===== src/rtl/fxm_pkg.sv =====
package fxm_pkg;
   typedef enum logic {
      OPD_UNSIGNED = 1'b0,
      OPD_SIGNED   = 1'b1
   } opd_mode_e;

   typedef enum logic {
      PROD_INTEGER    = 1'b0,
      PROD_FRACTIONAL = 1'b1
   } prod_mode_e;
endpackage


===== src/rtl/fxm_widen.sv =====
module fxm_widen #(
   parameter int W = 16
) (
   input  logic [W-1:0] opd_i,
   input  logic         sgn_i,
   output logic [W:0]   ext_o
);
   generate
      if (W < 2) begin : g_bad_width
         $error("fxm_widen: W must be at least 2");
      end
   endgenerate

   always_comb begin
      ext_o = {(sgn_i == fxm_pkg::OPD_SIGNED) ? opd_i[W-1] : 1'b0, opd_i};
   end
endmodule


===== src/rtl/fxm_core.sv =====
module fxm_core #(
   parameter int W = 16,
   localparam int EW = W + 1,
   localparam int PW = 2 * EW
) (
   input  logic [EW-1:0] x_i,
   input  logic [EW-1:0] y_i,
   output logic [PW-1:0] p_o
);
   logic signed [EW-1:0] xs;
   logic signed [EW-1:0] ys;
   logic signed [PW-1:0] ps;

   always_comb begin
      xs  = signed'(x_i);
      ys  = signed'(y_i);
      ps  = PW'(xs) * PW'(ys);
      p_o = unsigned'(ps);
   end
endmodule


===== src/rtl/fxm_format.sv =====
module fxm_format #(
   parameter int W = 16,
   localparam int PW = 2 * (W + 1),
   localparam int OW = 2 * W
) (
   input  logic [PW-1:0] p_i,
   input  logic          frac_i,
   input  logic          a_sgn_i,
   input  logic          b_sgn_i,
   output logic [OW-1:0] res_o,
   output logic          ovf_o
);
   localparam logic [PW-1:0] CORNER = PW'(1) << (OW - 2);
   localparam logic [OW-1:0] MAXPOS = {1'b0, {(OW-1){1'b1}}};

   logic hit;

   always_comb begin
      hit   = (p_i == CORNER);
      ovf_o = frac_i & a_sgn_i & b_sgn_i & hit;
      if (ovf_o)
         res_o = MAXPOS;
      else if (frac_i == fxm_pkg::PROD_FRACTIONAL)
         res_o = {p_i[OW-2:0], 1'b0};
      else
         res_o = p_i[OW-1:0];
   end
endmodule


===== src/rtl/fxm_unified_mul.sv =====
module fxm_unified_mul #(
   parameter int W       = 16,
   parameter bit OUT_REG = 1'b1,
   localparam int EW = W + 1,
   localparam int PW = 2 * EW,
   localparam int OW = 2 * W
) (
   input  logic          clk,
   input  logic          rst_n,
   input  logic [W-1:0]  a_i,
   input  logic [W-1:0]  b_i,
   input  logic          a_signed_i,
   input  logic          b_signed_i,
   input  logic          frac_i,
   output logic [OW-1:0] prod_o,
   output logic          ovf_o
);
   localparam logic [W-1:0]  MINNEG = {1'b1, {(W-1){1'b0}}};
   localparam logic [OW-1:0] MAXPOS = {1'b0, {(OW-1){1'b1}}};

   logic [EW-1:0] a_ext;
   logic [EW-1:0] b_ext;
   logic [PW-1:0] p_full;
   logic [OW-1:0] res_c;
   logic          ovf_c;

   fxm_widen #(.W(W)) u_wa (.opd_i(a_i), .sgn_i(a_signed_i), .ext_o(a_ext));
   fxm_widen #(.W(W)) u_wb (.opd_i(b_i), .sgn_i(b_signed_i), .ext_o(b_ext));

   fxm_core #(.W(W)) u_core (.x_i(a_ext), .y_i(b_ext), .p_o(p_full));

   fxm_format #(.W(W)) u_fmt (
      .p_i    (p_full),
      .frac_i (frac_i),
      .a_sgn_i(a_signed_i),
      .b_sgn_i(b_signed_i),
      .res_o  (res_c),
      .ovf_o  (ovf_c)
   );

   generate
      if (OUT_REG) begin : g_reg
         always_ff @(posedge clk or negedge rst_n) begin
            if (!rst_n) begin
               prod_o <= '0;
               ovf_o  <= 1'b0;
            end else begin
               prod_o <= res_c;
               ovf_o  <= ovf_c;
            end
         end


         sat_value_chk: assert property (@(posedge clk) disable iff (!rst_n)
            ovf_o |-> (prod_o == MAXPOS));


         no_overflow_chk: assert property (@(posedge clk) disable iff (!rst_n)
            ($past(rst_n) && ovf_o) |-> $past(frac_i && a_signed_i && b_signed_i
                                             && (a_i == MINNEG) && (b_i == MINNEG)));


         frac_lsb_chk: assert property (@(posedge clk) disable iff (!rst_n)
            ($past(rst_n) && $past(frac_i) && !ovf_o) |-> !prod_o[0]);


         uu_int_chk: assert property (@(posedge clk) disable iff (!rst_n)
            ($past(rst_n) && $past(!frac_i && !a_signed_i && !b_signed_i))
               |-> (prod_o == $past(OW'(a_i) * OW'(b_i))));


         ss_int_chk: assert property (@(posedge clk) disable iff (!rst_n)
            ($past(rst_n) && $past(!frac_i && a_signed_i && b_signed_i))
               |-> (prod_o == $past(OW'(signed'(a_i)) * OW'(signed'(b_i)))));
      end else begin : g_comb
         always_comb begin
            prod_o = rst_n ? res_c : '0;
            ovf_o  = rst_n ? ovf_c : 1'b0;
         end
      end
   endgenerate
endmodule


===== config.mk =====
export PLATFORM = sky130hd
export DESIGN_NAME = fxm_unified_mul
export DESIGN_NICKNAME = d
export VERILOG_FILES = /design/src/rtl/fxm_pkg.sv /design/src/rtl/fxm_widen.sv /design/src/rtl/fxm_core.sv /design/src/rtl/fxm_format.sv /design/src/rtl/fxm_unified_mul.sv
export SDC_FILE = /design/constraint.sdc
export NUM_CORES = 1
export LEC_CHECK = 0
export ABC_AREA = 1
export BUFFER_PORTS_ARGS = -buffer_cell sky130_fd_sc_hd__buf_2
export CELL_PAD_IN_SITES_DETAIL_PLACEMENT = 1
export CELL_PAD_IN_SITES_GLOBAL_PLACEMENT = 1
export CORE_UTILIZATION = 40
export DETAILED_ROUTE_END_ITERATION = 10
export GPL_TIMING_DRIVEN = 0
export PLACE_DENSITY_LB_ADDON = 0.1
export SYNTH_ARGS = -nofsm -noshare
export SYNTH_HDL_FRONTEND = slang
export SYNTH_HIERARCHICAL = 1
export SYNTH_SLANG_ARGS = --single-unit

===== constraint.sdc =====
create_clock -name clk -period 0.8 [get_ports clk]
set_clock_uncertainty 0.1 [all_clocks]
set_input_delay 0.08 -clock clk [delete_from_list [all_inputs] [get_ports clk]]
set_output_delay 0.08 -clock clk [all_outputs]
set_load 0.01 [all_outputs]

==> out/results.tsv, run 1 <==
stage	metric	value	unit
floorplanning	die_area	0.0353	mm^2
synthesis	synth.cell_area	0.0138	mm^2
route	drt-total-wl	42900	um
flow_run	drv_cap	0	
synthesis	synth_edf_count	0	
global_route	gr-usage-all-layers	25.6	%
sta	worst_pin_slew	0.751	ns
clock_tree	cts_tree	yes	
synthesis	synthesis.nets	2198	
sta	whs	-0.240	ns
final_layout	final_cell_area	0.0165	mm^2
route	detail_route.vias_per_cell	4.87	
global_route	grt_pass1_vias	12700	
route	antenna_left	0	
synthesis	ys_seq_area_share	5.97	%
global_route	grt_max_degree	34	
synthesis	syn_area_per_cell	7.77	um^2
synthesis	synth_common_cells	513 x inv_1, 458 x nand2_1, 296 x fa_1, 85 x ha_1, 75 x nor2_1	
setup_path	cp_max_fo	8	
run_status	status	finished, violations left	
run_status	violations	negative hold slack, negative setup slack	
synthesis	ys_ff_latch	33	
sta	setup_violations	66	
placement	routabilityCongestion	0.850	
route	post-route-drc-count	0	
sta	post-route-min-period	5.87	ns
setup_path	crit_path_end_kind	flop	
setup_path	worstPathRequired	0.87	ns
clock_tree	clockBufferDepth	2	
synthesis	ys_top_cells_by_area	fa_1 43%, inv_1 14%, nand2_1 12%, ha_1 7.7%, dfrtp_1 6.0%	
route	firstDrtPassIters	4	
final_layout	drive_above_1_share	21.3	%
setup_path	crit_path_start_kind	primary input	
worst_hold_path	hold_path.class	primary input to asynchronous set/reset pin	
clock_tree	path_clk_slew	0.06	ns
setup_path	crit_end	prod_o[31]	
synthesis	synth.yosys.warnings	6	
floorplanning	ios	70	
global_route	grt_pass1_wl	69000	um
setup_path	crit_type	primary input to flop	
floorplanning	core	0.0338	mm^2
sta	fin_crit_sh	734	%
placement	io_buffers	38	
placement	dp_hpwl	35900	um
clock_tree	ctsHtreeMaxLevel	2	
synthesis	synth_largest_type_area_fraction	42.8	%
setup_path	critical_path.startpoint	a_signed_i	
final_layout	insertedDiodeCount	0	
sta	rsz0062_at_grt	yes	
floorplanning	fp-row-count	67	
synthesis	synth-main-ff-cell	dfrtp_1	
sta	worst_slack	-5.07	ns
synthesis	ys_types	37	
sta	relSlewSlack	49.9	%
route	drt_iter0_drc	495	
synthesis	yosysMostFrequentCell	inv_1	
global_route	grt_overflow	0	
placement	dpl_cell_area	0.0151	mm^2
global_route	antenna_found_initial	0	
sta	fmax	0.170	GHz
final_layout	final_nets	2258	
setup_path	crit_path_top_delay_cell	fa_2	
synthesis	ys_async_sr_fraction	100	%
synthesis	synth_top_area_cell	fa_1	
final_layout	areaGrowthSynthToFinish	19.3	%
sta	finalHoldViolCount	33	
setup_path	max_stage_delay	0.62	ns
clock_tree	clock-root-buffer	clkbuf_16	
route	wire_per_inst	18.8	um
floorplanning	die_w	188	um
route	num_vias	11100	
placement	place_ws	-6.20	ns
floorplanning	die_y	188	um
clock_tree	numCtsBuffers	5	
floorplanning	start_util	41.0	%
sta	final_max_slew_viol_count	0	
clock_tree	cts.sinks	33	
setup_path	cp.arrival	5.94	ns
synthesis	syn-instance-count	1780	
final_layout	postLayoutCoreUtil	48.8	%
layer usage:
metal | GRT usage (%) | part of all wire (%)
met1 | 32.7 | 43
met2 | 46.8 | 52
met3 | 2.86 | 3.5
met4 | 4.13 | 1.7
met5 | 0 | 0
metrics by stage:
stage               setup TNS, ns  std cells
CTS                       -168.93       2277
global route              -178.64       2289
floorplan                 -156.22       1780
detailed placement        -203.14       2266
finish                    -171.34       2289
global placement          -201.70       2266
critical path: cells and delay by family:
kind            cells  cell delay [ns]
compound gates      1             0.04
buf+inv            10             0.92
simple gates       13             1.42
fa+ha+maj           7             3.42
layout by cell type, fill, tap and decap left out, types with 8 or more instances in the layout:
master and instances:
clkbuf_8 13, clkbuf_16 14, buf_4 64, nand4_1 10
nand3_1 23, nor2_2 18, a21oi_2 9, nand2_1 410
buf_6 11, o21ai_2 30, nor2_4 11, xor2_1 12
inv_2 26, ha_4 21, dfrtp_1 33, buf_8 11
mux2i_1 30, a21oi_1 19, fa_1 284, buf_12 8
nand3_2 8, nand2_4 13, nand2_2 43, nor2_1 52
ha_1 63, buf_2 37, inv_1 489, fa_2 12
worst min-delay path by stage:
stage | from | end | slack, ns
global placement | rst_n | prod_o[5] | 0.04
detailed placement | rst_n | prod_o[2] | 0.07
CTS | rst_n | prod_o[2] | -0.23
floorplan | rst_n | ovf_o | -0.32
finish | rst_n | prod_o[5] | -0.24
global route | rst_n | prod_o[5] | -0.18
repair_timing:
item                       CTS  global route
pin swaps                   56            72
gates cloned                 5             2
gates resized for setup    152            86
setup buffers               29            11
hold endpoints to repair    33            33
setup endpoints to repair   66            66
state kept, by name (all words and copies together) (netlist names):
name / cells
prod_o: 32
ovf_o: 1
cell type report:
| type | count | area, um^2 |
|---|---|---|
| tap | 448 | 561 |
| fill | 4065 | 17300 |
| sequential | 33 | 826 |
| multi-input combinational | 1121 | 11300 |
| clock inverter | 2 | 37.5 |
| clock buffer | 6 | 139 |
| buffer | 77 | 907 |
| inverter | 517 | 1950 |
| timing repair buffer | 85 | 747 |
cells by family after synthesis:
family / Yosys count / synth area share (%)
AOI/OAI and AO/OA: 79 / 3.91
xor gates and xnor gates: 20 / 1.27
adders and majority gates: 381 / 50.5
buffers and inverters: 626 / 18.1
DFF: 33 / 5.97
muxes: 30 / 2.17
and+or+nand+nor: 611 / 18.1
Power of run 1 is left out: the tool's default activity adds up to more than one toggle a clock period on the data nets, which glitch-free logic cannot reach.
==> run 2: changes to the inputs <==
Settings changed: ABC_CLOCK_PERIOD_IN_PS set to 800, SYNTH_HIERARCHICAL 1 to not set.
==> out/results.tsv, run 2 <==
stage	metric	value	unit
floorplanning	start_util	40.8	%
setup_path	critical_path.startpoint	a_signed_i	
run_status	status	finished, violations left	
setup_path	max_stage_delay	0.57	ns
global_route	grt_max_degree	34	
synthesis	synth_common_cells	481 x inv_1, 440 x nand2_1, 297 x fa_1, 86 x nor2_1, 84 x ha_1	
route	drt_iter0_drc	522	
floorplanning	fp-row-count	66	
setup_path	cp_num_cells	29	
final_layout	reg.largest.list	prod_o x32, ovf_o x1	
flow_run	drv_cap	0	
route	m1WireLength	18900	um
synthesis	ys_seq_area_share	6.20	%
placement	dp_hpwl	36100	um
route	detail_route.vias_per_cell	4.91	
placement	io_buffers	37	
run_status	violations	negative hold slack, negative setup slack	
route	wire_per_inst	19.3	um
setup_path	cp.arrival	6.23	ns
clock_tree	clockBufferDepth	2	
setup_path	cp_top_family	adder cells	
floorplanning	die_area	0.0340	mm^2
setup_path	crit_path_top_delay_cell	fa_1	
final_layout	regMostFlops	prod_o	
sta	final_max_slew_viol_count	0	
synthesis	ys_ff_latch	33	
sta	fin_tns_setup	-177.95	ns
sta	finalHoldViolCount	33	
setup_path	critPathMostFrequentCell	fa_1	
clock_tree	path_clk_slew	0.05	ns
global_route	grt_overflow	0	
synthesis	yosysMostFrequentCell	inv_1	
setup_path	crit_type	primary input to flop	
sta	rsz0062_at_grt	yes	
route	route.met3.wl	1390	um
route	antenna_left	0	
final_layout	drive_above_1_share	24.2	%
route	firstDrtPassIters	5	
floorplanning	ios	70	
global_route	antenna_found_initial	0	
setup_path	crit_path_start_kind	primary input	
final_layout	insertedDiodeCount	0	
synthesis	ys_top_cells_by_area	fa_1 45%, inv_1 14%, nand2_1 12%, ha_1 7.9%, dfrtp_1 6.2%	
synthesis	synth_largest_type_area_fraction	44.6	%
sta	worst_slack	-5.31	ns
final_layout	final_nets	2271	
synthesis	syn-instance-count	1727	
final_layout	areaGrowthSynthToFinish	26.5	%
setup_path	cp_max_fo	5	
route	num_vias	11300	
placement	routabilityCongestion	0.842	
synthesis	synthesis.nets	2145	
synthesis	ys_types	44	
setup_path	worstPathRequired	0.92	ns
setup_path	crit_end	prod_o[10]	
sta	worst_pin_slew	0.819	ns
route	post-route-drc-count	0	
setup_path	crit_path_end_kind	flop	
route	routed.top_layer	met4	
sta	relSlewSlack	45.0	%
global_route	gr-usage-all-layers	27.8	%
final_layout	layout_commonest_cell	inv_1	
synthesis	synth.cell_area	0.0133	mm^2
synthesis	synth_edf_count	0	
route	drt-total-wl	44300	um
synthesis	ys_async_sr_fraction	100	%
clock_tree	numCtsBuffers	5	
sta	post-route-min-period	6.11	ns
setup_path	crit_buf_inv	9	
synthesis	synth.yosys.warnings	0	
clock_tree	clock-root-buffer	clkbuf_16	
clock_tree	cts_tree	yes	
final_layout	final_cell_mix	451 x inv_1, 390 x nand2_1, 286 x fa_1, 65 x buf_4, 61 x ha_1	
clock_tree	ctsHtreeMaxLevel	2	
floorplanning	die_w	184	um
worst_hold_path	hold_path.class	primary input to asynchronous set/reset pin	
sta	whs	-0.230	ns
synthesis	syn_area_per_cell	7.71	um^2
floorplanning	core	0.0326	mm^2
sta	fmax	0.164	GHz
synthesis	synth-main-ff-cell	dfrtp_1	
synthesis	synth_top_area_cell	fa_1	
sta	setup_violations	66	
floorplanning	die_y	184	um
global_route	grt_pass1_wl	70300	um
final_layout	largest_reg_flops	32	
sta	fin_crit_sh	764	%
global_route	grt_pass1_vias	12900	
clock_tree	cts.sinks	33	
route	wl_met2	23000	um
[run 2: cell types whose count changed in the layout (fill, tap and decap cells not counted), sizes merged, moves of 8 or more]
| cell | change |
|---|---|
| nor2 | +10 |
| mux2i | -29 |
| inv | -36 |
| or2 | +8 |
| xor2 | -8 |
| clkbuf | +41 |
| nand3 | +9 |
| buf | -10 |
[run 2: cells by family (layout without fill, tap and decap cells)]
group	after synthesis	count (layout)	synth area share [%]
compound gates	91	91	3.68
xor+xnor	17	17	1.12
fa+ha+maj	381	381	52.5
buf+inv	561	688	16.2
flops	33	33	6.20
mux	1	1	0.0752
simple gates	643	643	20.2
[run 2: worst min-delay path by stage]
stage,start,end,slack [ns],depth (start not counted)
detailed placement,rst_n,prod_o[2],0.09,1
finish,rst_n,prod_o[2],-0.23,1
floorplan,rst_n,ovf_o,-0.32,0
global placement,rst_n,prod_o[2],0.04,1
global route,rst_n,prod_o[2],-0.17,1
CTS,rst_n,prod_o[2],-0.21,1
[run 2: through the flow]
| step | hold WS (ns) | instance area, um^2 | utilization, % | instances | setup slack, ns |
|---|---|---|---|---|---|
| 2_1_floorplan | -0.316 | 13700 | - | 1727 | -4.83 |
| 3_3_place_gp | 0.0442 | 14400 | 44.1 | 2206 | -6.32 |
| 3_5_place_dp | 0.0924 | 14400 | 44.1 | 2206 | -6.35 |
| 4_1_cts | -0.206 | 16400 | 50.3 | 2283 | -5.22 |
| 5_1_grt | -0.169 | 16800 | 51.7 | 2296 | -5.55 |
| 6_report | -0.230 | 16800 | 51.7 | 2296 | -5.31 |
[run 2: what timing repair did]
| item | in CTS | in global routing |
|---|---|---|
| pin swaps | 79 | 65 |
| gates cloned | 4 | 0 |
| endpoints found under the hold margin | 33 | 33 |
| buffers inserted | 65 | 17 |
| gates resized for setup | 305 | 105 |
| endpoints found under the setup margin | 66 | 66 |
[run 2: metal layers]
metal / global-route usage (%) / vias to the layer above
met3: 3.02 / 64
met2: 50.5 / 204
met5: 0 / -
met4: 5.73 / 0
li1: - / 5171
met1: 35.4 / 5829
[run 2: final cells by class]
| type | count | area [um^2] |
|---|---|---|
| repair buffers | 120 | 942 |
| well taps | 442 | 553 |
| fillers | 3909 | 15800 |
| plain buffers | 74 | 1220 |
| flip-flops and latches | 33 | 826 |
| clock inverters | 2 | 10.0 |
| multi-input cells | 1133 | 11300 |
| clock buffers | 6 | 129 |
| inverters | 486 | 1850 |
Power of run 2 is left out for the same reason.
==> run 3: changes to the inputs <==
Settings changed: GPL_ROUTABILITY_DRIVEN set to 1, GPL_TIMING_DRIVEN 0 to not set.
==> out/results.tsv, run 3 (same netlist as run 2, synthesis figures left out) <==
stage	metric	value	unit
run_status	status	finished, violations left	
run_status	violations	negative setup slack	
final_layout	drive_above_1_share	28.2	%
final_layout	fin_cells	2439	
setup_path	crit_path_top_delay_cell	fa_1	
route	firstDrtPassIters	5	
final_layout	final_nets	2414	
clock_tree	cts_tree	yes	
flow_run	drv_cap	0	
sta	finalHoldViolCount	0	
floorplanning	die_y	184	um
sta	worst_slack	-5.18	ns
sta	rsz0062_at_grt	yes	
floorplanning	core	0.0326	mm^2
global_route	grt_use_met1	32.2	%
route	detail_route.vias_per_cell	4.72	
route	drt_iter0_drc	433	
global_route	grt_pass1_wl	68200	um
setup_path	max_stage_delay	0.59	ns
setup_path	cp_max_fo	8	
setup_path	cp_top_family	adder cells	
setup_path	crit_type	primary input to flop	
final_layout	register_area	826	um^2
clock_tree	numCtsBuffers	5	
final_layout	areaGrowthSynthToFinish	29.4	%
final_layout	insertedDiodeCount	0	
global_route	grt_pass1_vias	13500	
sta	final_max_slew_viol_count	0	
final_layout	regMostFlops	prod_o	
floorplanning	start_util	40.8	%
sta	whs	0.198	ns
final_layout	multi_input_area	0.0112	mm^2
final_layout	n_fill_cell	3971	
setup_path	critPathMostFrequentCell	fa_1	
floorplanning	die_area	0.0340	mm^2
clock_tree	clock-root-buffer	clkbuf_16	
final_layout	largest_reg_flops	32	
global_route	grt_overflow	0	
setup_path	worstPathRequired	0.92	ns
global_route	gr-usage-all-layers	26.2	%
worst_hold_path	hold_path.class	primary input to asynchronous set/reset pin	
floorplanning	ios	70	
setup_path	crit_buf_inv	10	
sta	worst_pin_slew	0.370	ns
final_layout	reg.largest.list	prod_o x32, ovf_o x1	
floorplanning	die_w	184	um
route	drt-total-wl	41200	um
placement	placedCellCount	2401	
placement	routabilityCongestion	0.851	
placement	io_buffers	69	
route	antenna_left	0	
global_route	met3_usage	1.62	%
global_route	antenna_found_initial	1	
sta	relSlewSlack	75.0	%
sta	setup_violations	66	
sta	fin_crit_sh	748	%
setup_path	crit_path_start_kind	primary input	
floorplanning	fp-row-count	66	
setup_path	crit_path_end_kind	flop	
global_route	grt_max_degree	34	
setup_path	cp.arrival	6.10	ns
global_route	grt_util_met2	50.0	%
sta	fmax	0.167	GHz
route	wire_per_inst	16.9	um
global_route	grt-busiest-layer	met2	
clock_tree	path_clk_slew	0.06	ns
final_layout	postLayoutCoreUtil	52.8	%
placement	dp_hpwl	36000	um
route	post-route-drc-count	0	
clock_tree	clockBufferDepth	2	
final_layout	final_cell_mix	462 x inv_1, 397 x nand2_1, 290 x fa_1, 250 x buf_4, 62 x ha_1	
sta	post-route-min-period	5.98	ns
route	num_vias	11500	
final_layout	layout_commonest_cell	inv_1	
clock_tree	ctsHtreeMaxLevel	2	
clock_tree	cts.sinks	33	
run 3: changes by cell type in the layout (fill, tap and decap cells not counted), sizes merged:
cell and delta:
buf +202, clkbuf -57, clkdlybuf4s50 -1, clkinv -2
clkinvlp -2, inv +3
run 3: cell type report:
| cell class | instances | area share (%) |
|---|---|---|
| Clock buffer | 7 | 0.886 |
| Clock inverter | 1 | 0.0290 |
| Inverter | 486 | 10.6 |
| Multi-Input combinational cell | 1133 | 64.7 |
| Sequential cell | 33 | 4.79 |
| Tap cell | 442 | 3.21 |
| Timing Repair Buffer | 337 | 15.7 |
run 3: worst paths after layout:
path / from / endpoint / slack (ns) / cells after the start
setup / recovery: a_signed_i / prod_o[28] / -5.18 / 31
hold / removal: rst_n / prod_o[2] / 0.20 / 3
max in group asynchronous: rst_n / prod_o[31] / 0.21 / 3
min in group clk: frac_i / prod_o[7] / 0.21 / 5
run 3: per-stage QoR:
step	setup TNS [ns]	worst slack, ns	area (um^2)
after floorplan	-158.59	-4.83	13700
after global placement	-179.13	-5.45	16000
after detailed placement	-182.65	-5.56	16000
after CTS	-172.11	-5.08	16700
after global routing	-182.96	-5.38	17200
final	-175.33	-5.18	17200
run 3: layer usage:
layer | vias up | share of wire, %
li1 | 5457 | -
met1 | 5890 | 42
met2 | 118 | 54
met3 | 53 | 1.7
met4 | 0 | 2.2
met5 | - | 0
run 3: timing repair:
item | CTS | global route
gates resized for setup | 87 | 133
buffers inserted | 16 | 12
cloned | 3 | 0
hold endpoints to repair | 33 | 0
setup endpoints to repair | 66 | 66
hold buffers | 1 | 0
pin swaps | 13 | 67
Power of run 3 is left out for the same reason.
